==> src/rtl/gpio_bank_pkg.sv <==
package gpio_bank_pkg;

    localparam int unsigned ADDR_W = 12;
    localparam int unsigned BUS_W  = 32;
    localparam int unsigned PAD_N  = 8;

    localparam logic [ADDR_W-1:0] OFF_WIN_END = 12'h400;
    localparam logic [ADDR_W-1:0] OFF_DIR     = 12'h400;
    localparam logic [ADDR_W-1:0] OFF_SENSE   = 12'h404;
    localparam logic [ADDR_W-1:0] OFF_BOTH    = 12'h408;
    localparam logic [ADDR_W-1:0] OFF_EVENT   = 12'h40C;
    localparam logic [ADDR_W-1:0] OFF_MASK    = 12'h410;
    localparam logic [ADDR_W-1:0] OFF_RAW     = 12'h414;
    localparam logic [ADDR_W-1:0] OFF_MIS     = 12'h418;
    localparam logic [ADDR_W-1:0] OFF_CLR     = 12'h41C;
    localparam logic [ADDR_W-1:0] OFF_ALT     = 12'h420;
    localparam logic [ADDR_W-1:0] OFF_LOCK    = 12'h520;
    localparam logic [ADDR_W-1:0] OFF_COMMIT  = 12'h524;
    localparam logic [ADDR_W-1:0] OFF_ID_BASE = 12'hFD0;
    localparam logic [6:0]        PAD_PAGE    = 7'h28;

    localparam logic [BUS_W-1:0]  UNLOCK_KEY  = 32'h0ACC_E551;

    typedef enum logic {
        LK_LOCKED = 1'b0,
        LK_OPEN   = 1'b1
    } lock_state_e;

    function automatic logic [7:0] id_byte(input logic [3:0] idx);
        logic [7:0] v;
        unique case (idx)
            4'd4:    v = 8'h61;
            4'd6:    v = 8'h18;
            4'd7:    v = 8'h01;
            4'd8:    v = 8'h0D;
            4'd9:    v = 8'hF0;
            4'd10:   v = 8'h05;
            4'd11:   v = 8'hB1;
            default: v = 8'h00;
        endcase
        return v;
    endfunction

endpackage

==> src/rtl/gpio_lock_ctrl.sv <==
module gpio_lock_ctrl
    import gpio_bank_pkg::*;
#(
    parameter int unsigned PINS = 8
) (
    input  logic             clk,
    input  logic             rst_n,
    input  logic             lock_wr,
    input  logic             commit_wr,
    input  logic [BUS_W-1:0] wdata,
    output logic             locked,
    output logic [PINS-1:0]  commit_q
);

    lock_state_e state_q;
    lock_state_e state_d;
    logic        commit_en;

    // State register
    always_ff @(posedge clk or negedge rst_n) begin
        if (!rst_n) begin
            state_q <= LK_LOCKED;
        end else begin
            state_q <= state_d;
        end
    end

    // Next state and outputs: KEY_MATCH opens, KEY_MISS locks
    always_comb begin
        state_d   = state_q;
        locked    = 1'b1;
        commit_en = 1'b0;
        unique case (state_q)
            LK_LOCKED: begin
                locked = 1'b1;
                if (lock_wr && (wdata == UNLOCK_KEY)) begin
                    state_d = LK_OPEN;
                end
            end
            LK_OPEN: begin
                locked    = 1'b0;
                commit_en = commit_wr;
                if (lock_wr && (wdata != UNLOCK_KEY)) begin
                    state_d = LK_LOCKED;
                end
            end
        endcase
    end

    always_ff @(posedge clk or negedge rst_n) begin
        if (!rst_n) begin
            commit_q <= '1;
        end else if (commit_en) begin
            commit_q <= wdata[PINS-1:0];
        end
    end

endmodule

==> src/rtl/gpio_port_data.sv <==
module gpio_port_data #(
    parameter int unsigned PINS = 8
) (
    input  logic            clk,
    input  logic            rst_n,
    input  logic [PINS-1:0] dir_q,
    input  logic            win_wr,
    input  logic [PINS-1:0] win_sel,
    input  logic [PINS-1:0] wdata,
    input  logic [PINS-1:0] pin_in,
    output logic [PINS-1:0] data_q,
    output logic [PINS-1:0] pin_out
);

    logic [PINS-1:0] wr_bits;
    logic [PINS-1:0] data_d;

    always_comb begin
        wr_bits = win_wr ? (win_sel & dir_q) : '0;
        data_d  = (data_q & ~wr_bits) | (wdata & wr_bits);
        // input pins always take the sampled external level
        data_d  = (data_d & dir_q) | (pin_in & ~dir_q);
    end

    always_ff @(posedge clk or negedge rst_n) begin
        if (!rst_n) begin
            data_q <= '0;
        end else begin
            data_q <= data_d;
        end
    end

    assign pin_out = (data_q & dir_q) | ~dir_q;

endmodule

==> src/rtl/gpio_irq_unit.sv <==
module gpio_irq_unit #(
    parameter int unsigned PINS = 8
) (
    input  logic            clk,
    input  logic            rst_n,
    input  logic [PINS-1:0] pin_in,
    input  logic [PINS-1:0] sense_q,
    input  logic [PINS-1:0] both_q,
    input  logic [PINS-1:0] event_q,
    input  logic            clr_wr,
    input  logic [PINS-1:0] clr_bits,
    output logic [PINS-1:0] raw_st
);

    logic [PINS-1:0] lvl_q;
    logic [PINS-1:0] prev_q;

    always_ff @(posedge clk or negedge rst_n) begin
        if (!rst_n) begin
            lvl_q  <= '0;
            prev_q <= '0;
        end else begin
            lvl_q  <= pin_in;
            prev_q <= lvl_q;
        end
    end

    for (genvar i = 0; i < PINS; i++) begin : g_pin
        logic hit;
        logic lat_q;

        always_comb begin
            if (both_q[i]) begin
                hit = lvl_q[i] ^ prev_q[i];
            end else if (event_q[i]) begin
                hit = lvl_q[i] & ~prev_q[i];
            end else begin
                hit = ~lvl_q[i] & prev_q[i];
            end
        end

        // a new edge takes priority over a clear in the same cycle
        always_ff @(posedge clk or negedge rst_n) begin
            if (!rst_n) begin
                lat_q <= 1'b0;
            end else if (!sense_q[i] && hit) begin
                lat_q <= 1'b1;
            end else if (clr_wr && clr_bits[i]) begin
                lat_q <= 1'b0;
            end
        end

        assign raw_st[i] = sense_q[i] ? (lvl_q[i] == event_q[i]) : lat_q;
    end

endmodule

==> src/rtl/gpio_bank.sv <==
module gpio_bank
    import gpio_bank_pkg::*;
#(
    parameter int unsigned PINS = 8
) (
    input  logic              clk,
    input  logic              rst_n,
    input  logic [ADDR_W-1:0] bus_addr,
    input  logic              bus_wr,
    input  logic [BUS_W-1:0]  bus_wdata,
    output logic [BUS_W-1:0]  bus_rdata,
    input  logic [PINS-1:0]   pin_in,
    output logic [PINS-1:0]   pin_out,
    output logic              irq
);

    localparam int unsigned WIN_LSB = 2;
    localparam int unsigned PAD_IW  = $clog2(PAD_N);

    logic [PINS-1:0] dir_q;
    logic [PINS-1:0] sense_q;
    logic [PINS-1:0] both_q;
    logic [PINS-1:0] event_q;
    logic [PINS-1:0] mask_q;
    logic [PINS-1:0] afsel_q;
    logic [PINS-1:0] commit_q;
    logic [PINS-1:0] data_q;
    logic [PINS-1:0] raw_st;
    logic [PINS-1:0] masked_st;
    logic [PINS-1:0] pad_q [PAD_N];
    logic            locked;

    logic            in_win;
    logic [PINS-1:0] win_sel;
    logic            pad_hit;
    logic [PAD_IW-1:0] pad_idx;
    logic            id_hit;
    logic [3:0]      id_idx;

    assign in_win  = (bus_addr < OFF_WIN_END);
    assign win_sel = bus_addr[WIN_LSB +: PINS];
    assign pad_hit = (bus_addr[ADDR_W-1:5] == PAD_PAGE) && (bus_addr[1:0] == 2'b00);
    assign pad_idx = bus_addr[2 +: PAD_IW];
    assign id_hit  = (bus_addr >= OFF_ID_BASE);
    assign id_idx  = bus_addr[5:2] - 4'd4;

    function automatic logic [BUS_W-1:0] zext(input logic [PINS-1:0] v);
        return {{(BUS_W-PINS){1'b0}}, v};
    endfunction

    // Configuration registers
    always_ff @(posedge clk or negedge rst_n) begin
        if (!rst_n) begin
            dir_q   <= '0;
            sense_q <= '0;
            both_q  <= '0;
            event_q <= '0;
            mask_q  <= '0;
            afsel_q <= '0;
        end else if (bus_wr) begin
            unique case (bus_addr)
                OFF_DIR:   dir_q   <= bus_wdata[PINS-1:0];
                OFF_SENSE: sense_q <= bus_wdata[PINS-1:0];
                OFF_BOTH:  both_q  <= bus_wdata[PINS-1:0];
                OFF_EVENT: event_q <= bus_wdata[PINS-1:0];
                OFF_MASK:  mask_q  <= bus_wdata[PINS-1:0];
                OFF_ALT:   afsel_q <= (afsel_q & ~commit_q) | (bus_wdata[PINS-1:0] & commit_q);
                default: ;
            endcase
        end
    end

    // Pad-control shadow registers
    for (genvar p = 0; p < PAD_N; p++) begin : g_pad
        always_ff @(posedge clk or negedge rst_n) begin
            if (!rst_n) begin
                pad_q[p] <= '0;
            end else if (bus_wr && pad_hit && (pad_idx == PAD_IW'(p))) begin
                pad_q[p] <= bus_wdata[PINS-1:0];
            end
        end
    end

    gpio_lock_ctrl #(.PINS(PINS)) u_lock (
        .clk       (clk),
        .rst_n     (rst_n),
        .lock_wr   (bus_wr && (bus_addr == OFF_LOCK)),
        .commit_wr (bus_wr && (bus_addr == OFF_COMMIT)),
        .wdata     (bus_wdata),
        .locked    (locked),
        .commit_q  (commit_q)
    );

    gpio_port_data #(.PINS(PINS)) u_data (
        .clk     (clk),
        .rst_n   (rst_n),
        .dir_q   (dir_q),
        .win_wr  (bus_wr && in_win),
        .win_sel (win_sel),
        .wdata   (bus_wdata[PINS-1:0]),
        .pin_in  (pin_in),
        .data_q  (data_q),
        .pin_out (pin_out)
    );

    gpio_irq_unit #(.PINS(PINS)) u_irq (
        .clk      (clk),
        .rst_n    (rst_n),
        .pin_in   (pin_in),
        .sense_q  (sense_q),
        .both_q   (both_q),
        .event_q  (event_q),
        .clr_wr   (bus_wr && (bus_addr == OFF_CLR)),
        .clr_bits (bus_wdata[PINS-1:0]),
        .raw_st   (raw_st)
    );

    assign masked_st = raw_st & mask_q;
    assign irq       = |masked_st;

    // Read multiplexer
    always_comb begin
        bus_rdata = '0;
        if (in_win) begin
            bus_rdata = zext(data_q & win_sel);
        end else if (id_hit) begin
            bus_rdata = {{(BUS_W-8){1'b0}}, id_byte(id_idx)};
        end else if (pad_hit) begin
            bus_rdata = zext(pad_q[pad_idx]);
        end else begin
            unique case (bus_addr)
                OFF_DIR:    bus_rdata = zext(dir_q);
                OFF_SENSE:  bus_rdata = zext(sense_q);
                OFF_BOTH:   bus_rdata = zext(both_q);
                OFF_EVENT:  bus_rdata = zext(event_q);
                OFF_MASK:   bus_rdata = zext(mask_q);
                OFF_RAW:    bus_rdata = zext(raw_st);
                OFF_MIS:    bus_rdata = zext(masked_st);
                OFF_ALT:    bus_rdata = zext(afsel_q);
                OFF_LOCK:   bus_rdata = {{(BUS_W-1){1'b0}}, locked};
                OFF_COMMIT: bus_rdata = zext(commit_q);
                default:    bus_rdata = '0;
            endcase
        end
    end

endmodule

==> config.mk <==
export PLATFORM = sky130hd
export DESIGN_NAME = gpio_bank
export DESIGN_NICKNAME = d
export VERILOG_FILES = /design/src/rtl/gpio_bank_pkg.sv /design/src/rtl/gpio_lock_ctrl.sv /design/src/rtl/gpio_port_data.sv /design/src/rtl/gpio_irq_unit.sv /design/src/rtl/gpio_bank.sv
export SDC_FILE = /design/constraint.sdc
export NUM_CORES = 1
export LEC_CHECK = 0
export BUFFER_PORTS_ARGS = -buffer_cell sky130_fd_sc_hd__buf_2
export CORE_ASPECT_RATIO = 2
export CORE_UTILIZATION = 55
export DETAILED_ROUTE_END_ITERATION = 12
export GPL_TIMING_DRIVEN = 1
export PLACE_DENSITY = 0.76
export SYNTH_ARGS = -nofsm -noshare
export SYNTH_HDL_FRONTEND = slang
export SYNTH_SLANG_ARGS = --single-unit
==> constraint.sdc <==
create_clock -name clk -period 4.57 [get_ports clk]
set_input_delay 0.6855 -clock clk [delete_from_list [all_inputs] [get_ports clk]]
set_output_delay 0.6855 -clock clk [all_outputs]
set_load 0.01 [all_outputs]
==> impl_metrics.yaml <==
global_routing:
  grt_pass1_wl_mm: 35.07
  grtUsageTotal_pct: 30.79
  grt_max_degree: 95
  grt_pass1_vias: 6402
  antenna_found_initial: 0
  grt_overflow_total: 0
layout:
  nets: 839
  final_cells: 976
  layout-drive-gt1-share_pct: 37.77
  syn_to_final_growth_pct: 12.84
  diodes: 0
  fillers: 1160
  postLayoutCoreUtil_pct: 63.67
sta:
  finalCriticalPeriod_ns: 3.690
  max_slew_margin_pct: 43.29
  period_share_pct: 80.74
  hold_violations: 0
  max_freq_ghz: 0.2710
  drv_slew: 0
  clock_skew_ns: 0.005894
  final.setup.tns_ns: 0
  worst_pin_slew_ns: 0.8506
  setup_viol: 0
  rsz0062_at_grt: "no"
synthesis:
  yosysTopAreaCell: "dfrtp_1"
  ys_ff_latch: 153
  synth-simple-area-share_pct: 12.49
  postSynth.asyncResetShare_pct: 100.0
  synth_xor_area_share_pct: 0.9427
  avgSynthCellArea_um2: 11.81
  synth_top_area_share_pct: 43.39
  synth-adder-area-share_pct: 2.394
  syn_inst: 708
  synth-edff-count: 0
  netlist-cell-type-count: 61
  synth_compound_area_share_pct: 6.943
  synthTopCellsByArea: "dfrtp_1, mux2_2, mux4_2"
  synthFlopType: "dfrtp_1"
  ys_top_cells_by_count: "dfrtp_1, mux2_2, nand2_1, o21ai_0, buf_4"
  synth.most_common_cell: "dfrtp_1"
  yosysWarnings: 0
  synth_top_family_by_area: "multiplexers"
  yosysSeqAreaShare_pct: 45.91
  synthMuxAreaShare_pct: 26.07
  netlist_area_um2: 8362
detailed_routing:
  drc: 0
  drtAntennaViolNets: 0
  avgViaCountPerCell: 6.201
  wirelength_mm: 22.37
  num_vias: 6052
  dr.pass1.iters: 5
  initialDrtViolationCount: 424
  routedWlPerCell_um: 22.92
die:
  die_x_um: 89.19
  row_count: 63
  initial_core_util_pct: 56.43
  ios: 96
  core-area_um2: 14820
  die_area_um2: 15730
  die_y_um: 176.4
setup_path:
  cpMostUsedCell: "buf_2"
  crit_path_start_kind: "input pin"
  cp-end-kind: "output port"
  crit_fanout: 23
  cp_data_arrival_time_ns: 3.00
  crit_slowest_cell: "nor4_2"
  max_stage_delay_ns: 0.73
  timing.rr.end: "u_lock.commit_q[7]"
  r2r_cells: 2
  crit_required_ns: 3.88
  critPathKind: "input pin to output port"
  worstPathCellList: "buf_2, nor4_2, and3_1, a32o_1, nor3_1, a221oi_1, buf_2"
  reg2reg_slack_ns: 3.25
place:
  hpwl_mm: 16.09
  io_buffers: 71
  place_inst: 944
  gp_congestion: 1.031
cts:
  insertion_delay_ns: 0.43
  cts_buffer_depth: 2
  cts_root_buf: "clkbuf_16"
  postCtsSetupRepairBufs: 0
  clk_pin_slew_ns: 0.06
  cts_buffers: 17
  cts_tree: "yes"
  cts_sinks: 153
  h-tree-depth: 4
  postCtsHoldBufs: 0
  ctsResizeCount: 0
outcome:
  status: "finished clean"
power:
  comb_power_share_pct: 6.9
  switchingPower_uw: 744.0
  power_switching_share_pct: 23.61
  powerDensity_nw_per_um2: 334.0
  leakage_nw: 4.503
  p_seq_share_pct: 43.9
  intPower_mw: 2.408
  clock_power_share_pct: 49.2
  irDropWorstVdd_uv: 272.6
worst_hold_path:
  hold_class: "input pin to asynchronous set/reset pin"
flow_run:
  drv_cap: 0
area by class of cell:
cell class	instances	area [um2]	share of cell area (%)
Multi-Input combinational cell	492	4180	44.30
Sequential cell	153	3839	40.68
Clock buffer	20	466.7	4.946
Timing Repair Buffer	80	429.2	4.548
Tap cell	195	244.0	2.586
Clock inverter	12	186.4	1.976
Inverter	24	90.09	0.9548
worst max-delay path, delay by kind of cell:
family | cells | cell delay (ns)
simple gates | 3 | 1.20
compound gates | 2 | 0.58
buf+inv | 2 | 0.53
layout by cell type, fill, tap and decap left out, drive strengths merged, types with 5 or more instances in the layout:
cell type	instances
nor4b	5
dfstp	8
inv	28
o21ai	27
mux4	19
xnor2	9
nand3	15
a21oi	22
nand2b	9
nand4	7
nor3	7
nor2	22
nor4bb	6
a221oi	8
nand2	65
mux2i	19
clkbuf	20
a21o	5
mux2	136
a31oi	11
buf	80
dfrtp	145
and3	6
nor2b	10
ha	16
nor4	5
conb	24
worst max path at each step:
| stage | cells after the start | from | slack [ns] | endpoint |
|---|---|---|---|---|
| after floorplan | 9 | bus_addr[2] | 1.47 | bus_rdata[0] |
| after global placement | 7 | bus_addr[3] | 0.98 | bus_rdata[0] |
| after detailed placement | 7 | bus_addr[3] | 0.93 | bus_rdata[0] |
| after CTS | 8 | bus_addr[3] | 0.90 | bus_rdata[6] |
| after global routing | 7 | bus_addr[3] | 0.75 | bus_rdata[4] |
| final | 7 | bus_addr[3] | 0.88 | bus_rdata[0] |
per-stage QoR:
stage	hold slack (ns)	total power, mW	worst slack (ns)	area, um2
floorplan	0.3899	1.535	1.468	8448
global placement	0.4271	1.615	0.9815	8782
detailed placement	0.4382	1.624	0.9292	8782
CTS	0.3678	3.167	0.8967	9435
global route	0.3660	3.248	0.7548	9435
finish	0.3375	3.152	0.8804	9435
kinds of logic after synthesis:
group | after synthesis
xor gates and xnor gates | 9
buffers and inverters | 86
and+or+nand+nor | 176
AOI/OAI and AO/OA | 93
DFF | 153
adders and majority gates | 16
other | 1
muxes | 174
power by group through the flow:
| stage | logic (mW) | registers, mW | clock network, mW |
|---|---|---|---|
| 2_1_floorplan | 0.131 | 1.40 | 0 |
| 3_3_place_gp | 0.208 | 1.41 | 0 |
| 3_5_place_dp | 0.215 | 1.41 | 0 |
| 4_1_cts | 0.217 | 1.38 | 1.57 |
| 5_1_grt | 0.239 | 1.38 | 1.62 |
| 6_report | 0.217 | 1.38 | 1.55 |
metal layers:
metal,wire length (um),track usage [%]
met1,8009,32.96
met2,11950,53.21
met3,915,5.563
met4,1496,21.10
met5,0,0
No activity file was read; power rests on OpenSTA's default activity.
